[src/rtl/gtimer13.sv]
module gtimer13 #(
  parameter int LO_W  = 5,
  parameter int HI_W  = 8,
  parameter int DIV_A = 12,
  parameter int DIV_B = 4,
  parameter int DIV_C = 48,
  parameter int SYNC  = 2
) (
  input  logic                 clk,
  input  logic                 rst,
  input  logic                 run_en,
  input  logic                 gate_mode,
  input  logic                 gate_inv,
  input  logic                 gate_in,
  input  logic                 ext_mode,
  input  logic                 sys_sel,
  input  logic [1:0]           scale,
  input  logic                 ext_pin,
  input  logic                 lo_wr,
  input  logic [LO_W-1:0]      lo_wdata,
  input  logic                 hi_wr,
  input  logic [HI_W-1:0]      hi_wdata,
  input  logic                 ovf_clr,
  output logic [LO_W+HI_W-1:0] count,
  output logic                 ovf
);
  localparam int CW   = LO_W + HI_W;
  localparam int DMAX = (DIV_A > DIV_B) ? ((DIV_A > DIV_C) ? DIV_A : DIV_C)
                                        : ((DIV_B > DIV_C) ? DIV_B : DIV_C);
  localparam int PW   = $clog2(DMAX + 1);

  logic [SYNC-1:0] pin_s, gate_s;
  logic            pin_prev;
  logic [2:0]      pre_tick;
  logic            pin_fall, gate_ok, src_tick, inc_en, wr_any, wrap;

  always_ff @(posedge clk) begin
    if (rst) begin
      pin_s    <= '0;
      gate_s   <= '0;
      pin_prev <= 1'b0;
    end else begin
      pin_s    <= {pin_s[SYNC-2:0], ext_pin};
      gate_s   <= {gate_s[SYNC-2:0], gate_in};
      pin_prev <= pin_s[SYNC-1];
    end
  end

  assign pin_fall = pin_prev & ~pin_s[SYNC-1];

  for (genvar i = 0; i < 3; i++) begin : g_pre
    localparam int D = (i == 0) ? DIV_A : (i == 1) ? DIV_B : DIV_C;
    logic [PW-1:0] cnt;
    always_ff @(posedge clk) begin
      if (rst)                    cnt <= '0;
      else if (cnt == PW'(D - 1)) cnt <= '0;
      else                        cnt <= cnt + 1'b1;
    end
    assign pre_tick[i] = (cnt == PW'(D - 1));
  end

  always_comb begin
    if (ext_mode)     src_tick = pin_fall;
    else if (sys_sel) src_tick = 1'b1;
    else begin
      case (scale)
        2'b00:   src_tick = pre_tick[0];
        2'b01:   src_tick = pre_tick[1];
        2'b10:   src_tick = pre_tick[2];
        default: src_tick = pin_fall;
      endcase
    end
  end

  assign gate_ok = ~gate_mode | (gate_s[SYNC-1] ^ gate_inv);
  assign inc_en  = run_en & gate_ok & src_tick;
  assign wr_any  = lo_wr | hi_wr;
  assign wrap    = inc_en & ~wr_any & (&count);

  always_ff @(posedge clk) begin
    if (rst) begin
      count <= '0;
      ovf   <= 1'b0;
    end else begin
      if (wr_any) begin
        if (lo_wr) count[LO_W-1:0]  <= lo_wdata;
        if (hi_wr) count[CW-1:LO_W] <= hi_wdata;
      end else if (inc_en) begin
        count <= count + 1'b1;
      end
      if (wrap)         ovf <= 1'b1;
      else if (ovf_clr) ovf <= 1'b0;
    end
  end
endmodule

[config.mk]
export PLATFORM = sky130hd
export DESIGN_NAME = gtimer13
export DESIGN_NICKNAME = d
export VERILOG_FILES = /design/src/rtl/gtimer13.sv
export SDC_FILE = /design/constraint.sdc
export NUM_CORES = 1
export LEC_CHECK = 0
export BUFFER_PORTS_ARGS = -buffer_cell sky130_fd_sc_hd__buf_2
export CAP_MARGIN = 20
export CELL_PAD_IN_SITES_DETAIL_PLACEMENT = 2
export CELL_PAD_IN_SITES_GLOBAL_PLACEMENT = 2
export CORE_MARGIN = 2
export CORE_UTILIZATION = 29
export DETAILED_ROUTE_END_ITERATION = 6
export PLACE_DENSITY = 0.72
export SLEW_MARGIN = 5
export SYNTH_ARGS = -nofsm -noshare
export SYNTH_HDL_FRONTEND = slang
export SYNTH_SLANG_ARGS = --single-unit
[constraint.sdc]
create_clock -name clk -period 1.9 [get_ports clk]
set_clock_uncertainty 0.15 [all_clocks]
set_input_delay 0.095 -clock clk [delete_from_list [all_inputs] [get_ports clk]]
set_output_delay 0.095 -clock clk [all_outputs]
set_load 0.01 [all_outputs]
==> results of run 1 <==
synthesized netlist by cell type (3+ instances only):
| cell | count |
|---|---|
| a211oi_1 | 5 |
| nand3_1 | 10 |
| and3_1 | 3 |
| clkbuf_1 | 6 |
| nor3_1 | 7 |
| dfxtp_1 | 37 |
| nor2b_1 | 10 |
| xor2_1 | 8 |
| inv_1 | 8 |
| nor2_1 | 25 |
| ha_1 | 4 |
| nand2b_1 | 4 |
| a21oi_1 | 5 |
| nand2_1 | 12 |
| or3b_2 | 3 |
| o21a_1 | 5 |
| o21ai_1 | 3 |
| xnor2_1 | 11 |
| a311oi_2 | 3 |
| o32ai_2 | 4 |
final cells by class:
cell class                 instances  area [um2]  share of cell area [%]
multi-input combinational        157        1140                    43.4
sequential                        37         743                    28.3
timing repair buffer              74         485                    18.5
tap                               77        96.3                    3.66
clock buffer                       5        68.8                    2.62
clock inverter                     3        65.1                    2.47
inverter                           8        30.0                    1.14
path summary, 6_finish.rpt:
path | end | depth (start not counted) | slack (ns) | from
worst max-delay path | count[11] | 7 | -0.16 | g_pre[2].cnt[1]
worst min register to register | gate_s[1] | 1 | 0.30 | gate_s[0]
worst min-delay path | count[9] | 3 | 0.006 | hi_wdata[4]
worst max register to register | count[11] | 7 | -0.16 | g_pre[2].cnt[1]
worst max-delay path: cells and delay by family (launching register included):
family | cells | cell delay, ns
simple gates | 3 | 0.68
buf+inv | 1 | 0.19
fa+ha+maj | 1 | 0.15
compound gates | 2 | 0.43
flops | 1 | 0.36
repair_timing:
| item | in CTS | in global routing |
|---|---|---|
| setup endpoints to repair | 14 | 14 |
| hold buffers | 7 | 0 |
| gates cloned | 0 | 0 |
| endpoints found under the hold margin | 7 | 0 |
| gates resized for setup | 0 | 2 |
| pin swaps | 1 | 0 |
cells by family after synthesis:
family,share of synthesized area [%]
buffers and inverters,3.97
AOI/OAI and AO/OA,19.2
DFF,38.5
adders and majority gates,2.60
xor gates and xnor gates,8.65
and+or+nand+nor,26.0
muxes,1.04
state kept, by name (all words and copies together) (netlist names):
signal / flops
count: 13
g_pre.cnt: 18
gate_s: 2
ovf: 1
pin_prev: 1
pin_s: 2
metrics by stage:
stage	cell area [um2]	util (%)	setup WS (ns)	power, W
after floorplan	1950	-	-0.0263	0.00102
after global placement	2420	37.8	-0.0752	0.00115
after detailed placement	2420	37.8	-0.143	0.00117
after CTS	2620	41.0	-0.171	0.00201
after global routing	2630	41.2	-0.227	0.00208
final	2630	41.2	-0.159	0.00199
power by group through the flow:
| stage | Sequential, W | Clock, W | Combinational [W] |
|---|---|---|---|
| after global routing | 0.000858 | 0.000882 | 0.000342 |
| final | 0.000852 | 0.000830 | 0.000305 |
| after detailed placement | 0.000871 | 0 | 0.000296 |
| after global placement | 0.000867 | 0 | 0.000283 |
| after floorplan | 0.000878 | 0 | 0.000144 |
| after CTS | 0.000853 | 0.000846 | 0.000310 |
routing by layer:
metal / global-route usage (%) / up-vias / routed length (um)
li1: - / 892 / -
met1: 21.0 / 912 / 2550
met2: 35.1 / 29 / 3440
met3: 3.02 / 4 / 165
met4: 4.33 / 0 / 43
met5: 0 / - / 0
==> summary.md, run 1 <==
| Metric | Value |
|---|---|
| Status | `finished, violations left` |
| Failing checks | `negative setup slack` |
| Syn_nets | `242` |
| Crit start category | `flop` |
| Fin. max-slew vios | `0` |
| Crit Path Max Fanout | `21` |
| RSZ-0062 raised after global routing | `true` |
| Die Y-Extent | `85.4 um` |
| Setup TNS Final | `-1.42 ns` |
| Number of I/O pins | `41` |
| Slew of the pin with the lowest slew margin | `0.687 ns` |
| Share of layout cells above drive strength 1 | `34.9%` |
| WP data required | `1.94 ns` |
| Grt ovf | `0` |
| Remaining DRCs | `0` |
| CP max-delay cell | `or4b_4` |
| Worst Setup Path Type | `flop to flop` |
| # Post-CTS Setup Buffers | `0` |
| Sequential-to-total area share from yosys stat | `38.5%` |
| Area Overhead vs Synth | `36.8%` |
| PnR worst setup slack | `-0.159 ns` |
| Final hold vios | `0` |
| Gate Count Post-Synth | `211` |
| CTS clk-pin slew, worst paths | `0.08 ns` |
| Tmin final | `2.06 ns` |
| Endpoints failing setup | `14` |
| Maximum VDD drop | `0.295 mV` |
| Clk buf depth | `2` |
| Switch share | `25.1%` |
| Critical Path Sink Type | `flop` |
| Vias | `1,837` |
| CTS buffer count | `5` |
| Normalized max-slew margin | `54.2%` |
| Crit path cell chain | `ha_4 -> nand3_4 -> or4b_4 -> a31oi_4 -> buf_12 -> nor2_4 -> o32ai_2` |
| Port Buffers | `40` |
| Latest clock arrival within the worst-skew pair | `0.29 ns` |
| Post-route non-filler standard cell count | `361` |
| CP arrival | `2.10 ns` |
| Detailed Route Iter0 Violations | `23` |
| DR WL/cell | `17.2 um` |
| Synth warnings | `0` |
| H-tree depth | `2` |
| All-layer global routing usage | `18.3%` |
| Final period util | `108%` |
| CP peak stage delay | `0.55 ns` |
| Hold Path Class | `primary input to flop` |
| Total Wirelength | `6.21 mm` |
| Sequential power share | `42.9%` |
| Clock power frac | `41.8%` |
| Area leader, netlist | `dfxtp_1` |
| Core Footprint | `6390 um2` |
| Synthesized area per cell | `9.11 um2` |
| CTS tree | `yes` |
| Leakage power | `1.07 nW` |
| Sw Pwr | `0.000498 W` |
| DP Wirelength | `4.62 mm` |
| Cells after DPL | `346` |
| Ant. Diodes | `0` |
| Die ar. | `7300 um2` |
| Die X | `85.4 um` |
| Root buf cell | `clkbuf_8` |
| Vias/cell | `5.09` |
| DRT Pass-1 Iters | `5` |
| Layout Nets | `314` |
| Area contributors post-synth | `dfxtp_1, xnor2_1, nor2_1, xor2_1, o32ai_2` |
| Vias in the first global route | `2,091` |
| Cell area after synthesis | `1920 um2` |
| Fillers | `714` |
| Internal | `0.00149 W` |
| CTS Sinks | `37` |
| Global-route wire length before repair | `10.4 mm` |
| ANT nets after route | `0` |
| Yosys top cell area share | `38.5%` |
| Yosys cell types | `48` |
| Most common cell after layout, fill and taps aside | `buf_2` |
| Num rows | `29` |
| Combinational share of power | `15.4%` |
| Seq cells post-synth | `37` |
| Max_cap viols | `0` |
| Worst hold slack | `0.00586 ns` |
| Initial core utilization | `30.1%` |
| Initial antenna violation count | `0` |
| Main flop type after synthesis | `dfxtp_1` |
| Most frequent cells in the layout | `buf_2, dfxtp_1, buf_4` |
| Placer Congestion | `0.740` |
| Largest net degree at the start of global routing | `32` |
| Pwr dens | `756 nW/um2` |
| Post-synth EDFFs | `0` |
| Ys async rst share | `0%` |
| Fmax | `486 MHz` |
(Power assumes the default switching activity.)
==> run 2, diff against run 1 <==
- TNS_END_PERCENT: default -> 30
==> summary.md, run 2 (same netlist as run 1, synthesis figures left out) <==
| Metric | Value |
|---|---|
| Placer Congestion | `0.757 (+2.3%)` |
| ANT nets after route | `0 (unchanged)` |
| Maximum VDD drop | `0.360 mV (+22%)` |
| Most common cell after layout, fill and taps aside | `buf_2` |
| CP peak stage delay | `0.55 ns (about the same)` |
| CTS tree | `yes` |
| Slew of the pin with the lowest slew margin | `0.540 ns (-0.147 ns)` |
| PnR worst setup slack | `-0.112 ns (+0.0468 ns)` |
| DRT Pass-1 Iters | `4 (-1)` |
| Critical Path Sink Type | `flop` |
| Largest Register | `g_pre.cnt` |
| Failing checks | `negative setup slack` |
| Area Overhead vs Synth | `37.8%` |
| DP Wirelength | `4.46 mm (-3.4%)` |
| Core Util, Final | `41.5% (+0.31 points)` |
| Fin. max-slew vios | `0 (unchanged)` |
| Crit start category | `flop` |
| Clk buf depth | `2 (unchanged)` |
| Crit Path Max Fanout | `21 (unchanged)` |
| Core Footprint | `6390 um2 (unchanged)` |
| Initial antenna violation count | `0 (unchanged)` |
| RSZ-0062 raised after global routing | `true` |
| Number of flip-flops in the largest register | `18 (unchanged)` |
| Number of I/O pins | `41 (unchanged)` |
| CTS Sinks | `37 (unchanged)` |
| Status | `finished, violations left` |
| CTS clk-pin slew, worst paths | `0.09 ns (about the same)` |
| Largest net degree at the start of global routing | `27 (-16%)` |
| Remaining DRCs | `0 (unchanged)` |
| CP max-delay cell | `or4b_4` |
| Die X | `85.4 um (unchanged)` |
| Normalized max-slew margin | `64.0% (+9.8 points)` |
| Pre-CTS setup slack | `-0.131 ns (+0.0113 ns)` |
| Vias in the first global route | `2,043 (-2.3%)` |
| Num rows | `29 (unchanged)` |
| Share of layout cells above drive strength 1 | `36.1% (+1.3 points)` |
| Worst Setup Path Type | `flop to flop` |
| Final hold vios | `0 (unchanged)` |
| DR WL/cell | `16.2 um (-5.8%)` |
| Detailed Route Iter0 Violations | `63 (+170%)` |
| Max_cap viols | `0 (unchanged)` |
| Initial core utilization | `30.1% (unchanged)` |
| H-tree depth | `2 (unchanged)` |
| Fmax | `497 MHz (+2.3%)` |
| Latest clock arrival within the worst-skew pair | `0.31 ns (+0.02 ns)` |
| Endpoints failing setup | `14 (unchanged)` |
| Layout Nets | `318 (+1.3%)` |
| All-layer global routing usage | `17.8% (-0.48 points)` |
| Port Buffers | `40 (unchanged)` |
| Hold Path Class | `primary input to flop` |
| Most frequent cells in the layout | `buf_2, dfxtp_1, buf_4` |
| Total Wirelength | `5.91 mm (-4.8%)` |
| Die ar. | `7300 um2 (unchanged)` |
| Die Y-Extent | `85.4 um (unchanged)` |
| CTS buffer count | `5 (unchanged)` |
| Vias/cell | `5.06 (-0.61%)` |
| Global-route wire length before repair | `10.1 mm (-2.9%)` |
| Tmin final | `2.01 ns (-0.0468 ns)` |
| Leakage power | `1.08 nW (+0.96%)` |
| WP data required | `1.97 ns (+0.03 ns)` |
| Pwr dens | `717 nW/um2 (-5.1%)` |
| Root buf cell | `clkbuf_8` |
| Vias | `1,846 (+0.49%)` |
| Ant. Diodes | `0 (unchanged)` |
| Crit path cell chain | `ha_4 -> nand3_4 -> or4b_4 -> a31oi_4 -> buf_12 -> nor2_4 -> o32ai_2` |
| Largest registers | `g_pre.cnt (18), count (13)` |
| Grt ovf | `0 (unchanged)` |
| Final period util | `106% (-2.5 points)` |
| CP arrival | `2.09 ns (about the same)` |
-- run 2: final timing paths --
kind | start | end | slack [ns] | depth (start not counted)
setup / recovery | g_pre[2].cnt[1] | count[12] | -0.11 | 7
hold / removal | hi_wdata[1] | count[6] | 0.003 | 3
setup reg to reg | g_pre[2].cnt[1] | count[12] | -0.11 | 7
hold reg to reg | gate_s[0] | gate_s[1] | 0.30 | 1
-- run 2: area by class of cell --
type / count / area (um2)
fill: 719 / 3740
multi-input combinational: 157 / 1140
sequential: 37 / 743
timing repair buffer: 78 / 515
tap: 77 / 96.3
clock buffer: 6 / 82.6
clock inverter: 2 / 37.5
inverter: 8 / 30.0
-- run 2: worst max-delay path, delay by kind of cell (launching register included) --
family | cells | cell delay (ns)
simple gates | 3 | 0.67
compound gates | 2 | 0.41
flops | 1 | 0.36
buf+inv | 1 | 0.19
fa+ha+maj | 1 | 0.15
-- run 2: where the power goes --
| part | internal (W) | total (W) | switching [W] |
|---|---|---|---|
| logic | 0.000156 | 0.000313 | 0.000157 |
| clock network | 0.000427 | 0.000737 | 0.000310 |
| registers | 0.000818 | 0.000850 | 0.0000326 |
| total | 0.00140 | 0.00190 | 0.000499 |
-- run 2: through the flow --
stage / std cells / hold slack [ns] / total power [W] / TNS (ns) / cell area [um2]
2_1_floorplan: 211 / 0.0732 / 0.00102 / -0.142 / 1950
3_3_place_gp: 350 / 0.153 / 0.00116 / -0.500 / 2450
3_5_place_dp: 350 / 0.170 / 0.00117 / -0.980 / 2450
4_1_cts: 365 / 0.00429 / 0.00193 / -1.06 / 2640
5_1_grt: 365 / 0.0207 / 0.00199 / -2.23 / 2650
6_report: 365 / 0.00257 / 0.00190 / -0.997 / 2650
-- run 2: layer usage --
| layer | wire length [um] | global-route usage (%) | up-vias |
|---|---|---|---|
| li1 | - | - | 901 |
| met1 | 2570 | 21.1 | 900 |
| met2 | 3000 | 31.5 | 33 |
| met3 | 218 | 3.50 | 12 |
| met4 | 120 | 7.07 | 0 |
| met5 | 0 | 0 | - |
-- run 2: what timing repair did --
action                                 in CTS  in global routing
resized for setup                           1                  2
gates cloned                                0                  0
endpoints found under the hold margin       7                  0
hold buffers                                7                  0
setup endpoints to repair                  14                 14
pin swaps                                   5                  1
setup buffers                               0                  0
==> run 3, diff against run 2 <==
- HOLD_SLACK_MARGIN: default -> 0.15
==> summary.md, run 3 (same netlist as run 1, synthesis figures left out) <==
| Metric | Value |
|---|---|
| Status | `finished, violations left` |
| Failing checks | `negative setup slack` |
| Critical Path Sink Type | `flop` |
| Internal | `0.00142 W (+1.1%)` |
| Root buf cell | `clkbuf_8` |
| Total Wirelength | `6.23 mm (+5.4%)` |
| Num rows | `29 (unchanged)` |
| Post-DP Area | `2450 um2 (unchanged)` |
| Largest net degree at the start of global routing | `27 (unchanged)` |
| PnR worst setup slack | `-0.143 ns (-0.0307 ns)` |
| Detailed Route Iter0 Violations | `63 (unchanged)` |
| DR WL/cell | `16.5 um (+2.1%)` |
| Initial antenna violation count | `0 (unchanged)` |
| CP arrival | `2.11 ns (+0.02 ns)` |
| Number of I/O pins | `41 (unchanged)` |
| # Post-CTS Setup Buffers | `0 (unchanged)` |
| Vias/cell | `5.02 (-0.67%)` |
| Fillers | `717 (-0.28%)` |
| CTS Sinks | `37 (unchanged)` |
| Switch share | `26.1% (-0.21 points)` |
| Sw Pwr | `0.000499 W (about the same)` |
| RSZ-0062 raised after global routing | `true` |
| Pwr dens | `692 nW/um2 (-3.4%)` |
| Sequential power share | `44.4% (-0.4 points)` |
| H-tree depth | `2 (unchanged)` |
| Cells after DPL | `350 (unchanged)` |
| Post-route non-filler standard cell count | `377 (+3.3%)` |
| ANT nets after route | `0 (unchanged)` |
| Latest clock arrival within the worst-skew pair | `0.30 ns (about the same)` |
| Die ar. | `7300 um2 (unchanged)` |
| Final hold vios | `0 (unchanged)` |
| Endpoints failing setup | `14 (unchanged)` |
| Combinational share of power | `17.4% (+0.9 points)` |
| Crit Path Max Fanout | `21 (unchanged)` |
| DRT Pass-1 Iters | `3 (-1)` |
| Share of layout cells above drive strength 1 | `34.3% (-1.8 points)` |
| Placer Congestion | `0.757 (unchanged)` |
| CTS clk-pin slew, worst paths | `0.08 ns (about the same)` |
| Initial core utilization | `30.1% (unchanged)` |
| Largest registers | `g_pre.cnt (18), count (13)` |
| All-layer global routing usage | `18.5% (+0.71 points)` |
| Largest Register | `g_pre.cnt` |
| Core Footprint | `6390 um2 (unchanged)` |
| Worst hold path stage count | `3 (unchanged)` |
| Clock power frac | `38.2% (-0.6 points)` |
| Most frequent cells in the layout | `buf_2, dfxtp_1, buf_4` |
| Pre-CTS setup slack | `-0.131 ns (unchanged)` |
| Area Overhead vs Synth | `43.9%` |
| Remaining DRCs | `0 (unchanged)` |
| CTS buffer count | `5 (unchanged)` |
| Die Y-Extent | `85.4 um (unchanged)` |
| Die X | `85.4 um (unchanged)` |
| Ant. Diodes | `0 (unchanged)` |
| Fin area | `2770 um2 (+4.4%)` |
| Hold Path Class | `primary input to flop` |
| Global-route wire length before repair | `10.5 mm (+3.7%)` |
| Clk buf depth | `2 (unchanged)` |
| Crit start category | `flop` |
| Leakage power | `1.14 nW (+4.9%)` |
| Vias | `1,894 (+2.6%)` |
| Slew of the pin with the lowest slew margin | `0.556 ns (+0.0160 ns)` |
| Max_cap viols | `0 (unchanged)` |
| Grt ovf | `0 (unchanged)` |
| Most common cell after layout, fill and taps aside | `buf_2` |
| Normalized max-slew margin | `62.9% (-1.1 points)` |
| Maximum VDD drop | `0.360 mV (+0.18%)` |
| CTS tree | `yes` |
| Final period util | `108% (+1.6 points)` |
| Fmax | `489 MHz (-1.5%)` |
| Worst R2R Path Depth | `7 (unchanged)` |
| Port Buffers | `40 (unchanged)` |
| Fin. max-slew vios | `0 (unchanged)` |
| Tmin final | `2.04 ns (+0.0307 ns)` |
| Worst Setup Path Type | `flop to flop` |
| Vias in the first global route | `2,103 (+2.9%)` |
| WP data required | `1.97 ns (about the same)` |
| Layout Nets | `330 (+3.8%)` |
| DP Wirelength | `4.46 mm (unchanged)` |
| Number of flip-flops in the largest register | `18 (unchanged)` |
## run 3: changes by cell type in the layout (fill, tap and decap cells not counted)
cell and change:
o21ai_2 -1, o21ai_1 +1, dlygate4sd3_1 +12
## run 3: final cells by class
class	instances	area, um2	area share (%)
clock buffers	6	82.6	2.99
well taps	77	96.3	3.48
clock inverters	2	37.5	1.36
flip-flops and latches	37	743	26.9
inverters	8	30.0	1.09
repair buffers	90	636	23.0
multi-input cells	157	1140	41.2
## run 3: stage by stage
stage               hold WS (ns)  utilization (%)  power [W]  setup TNS, ns
global route               0.191             43.3    0.00201          -2.20
finish                     0.169             43.3    0.00192         -0.987
floorplan                 0.0732                -    0.00102         -0.142
CTS                        0.168             43.2    0.00195          -1.06
global placement           0.153             38.3    0.00116         -0.500
detailed placement         0.170             38.3    0.00117         -0.980
## run 3: power groups by stage
stage	sequential, W	combinational [W]	clock, W
after floorplan	0.000878	0.000144	0
after global placement	0.000866	0.000292	0
after detailed placement	0.000867	0.000301	0
after CTS	0.000850	0.000334	0.000765
after global routing	0.000856	0.000373	0.000784
final	0.000850	0.000333	0.000732
## run 3: worst paths after layout
path | start | endpoint | slack (ns)
worst max-delay path | g_pre[2].cnt[1] | count[5] | -0.14
worst min-delay path | lo_wr | count[0] | 0.17
worst max register to register | g_pre[2].cnt[1] | count[5] | -0.14
worst min register to register | gate_s[0] | gate_s[1] | 0.30
## run 3: worst max-delay path, stage by stage, from the launching register on
cell      delay, ns
dfxtp_2        0.36
ha_4           0.15
nand3_4        0.06
or4b_4         0.55
a31oi_4        0.17
buf_12         0.19
o21ai_1        0.09
a221oi_2       0.24
## run 3: per-layer routing
metal	part of all wire, %	track usage [%]	vias up
met4	1.9	6.64	0
met1	43	22.0	925
met2	52	33.2	32
li1	-	-	925
met3	3.2	3.40	12
met5	0	0	-
## run 3: repair_timing
action	4_1_cts	5_1_grt
resized for setup	1	1
hold buffers	19	0
hold endpoints to repair	22	0
endpoints found under the setup margin	14	14
pin swaps	5	2
gates cloned	0	0
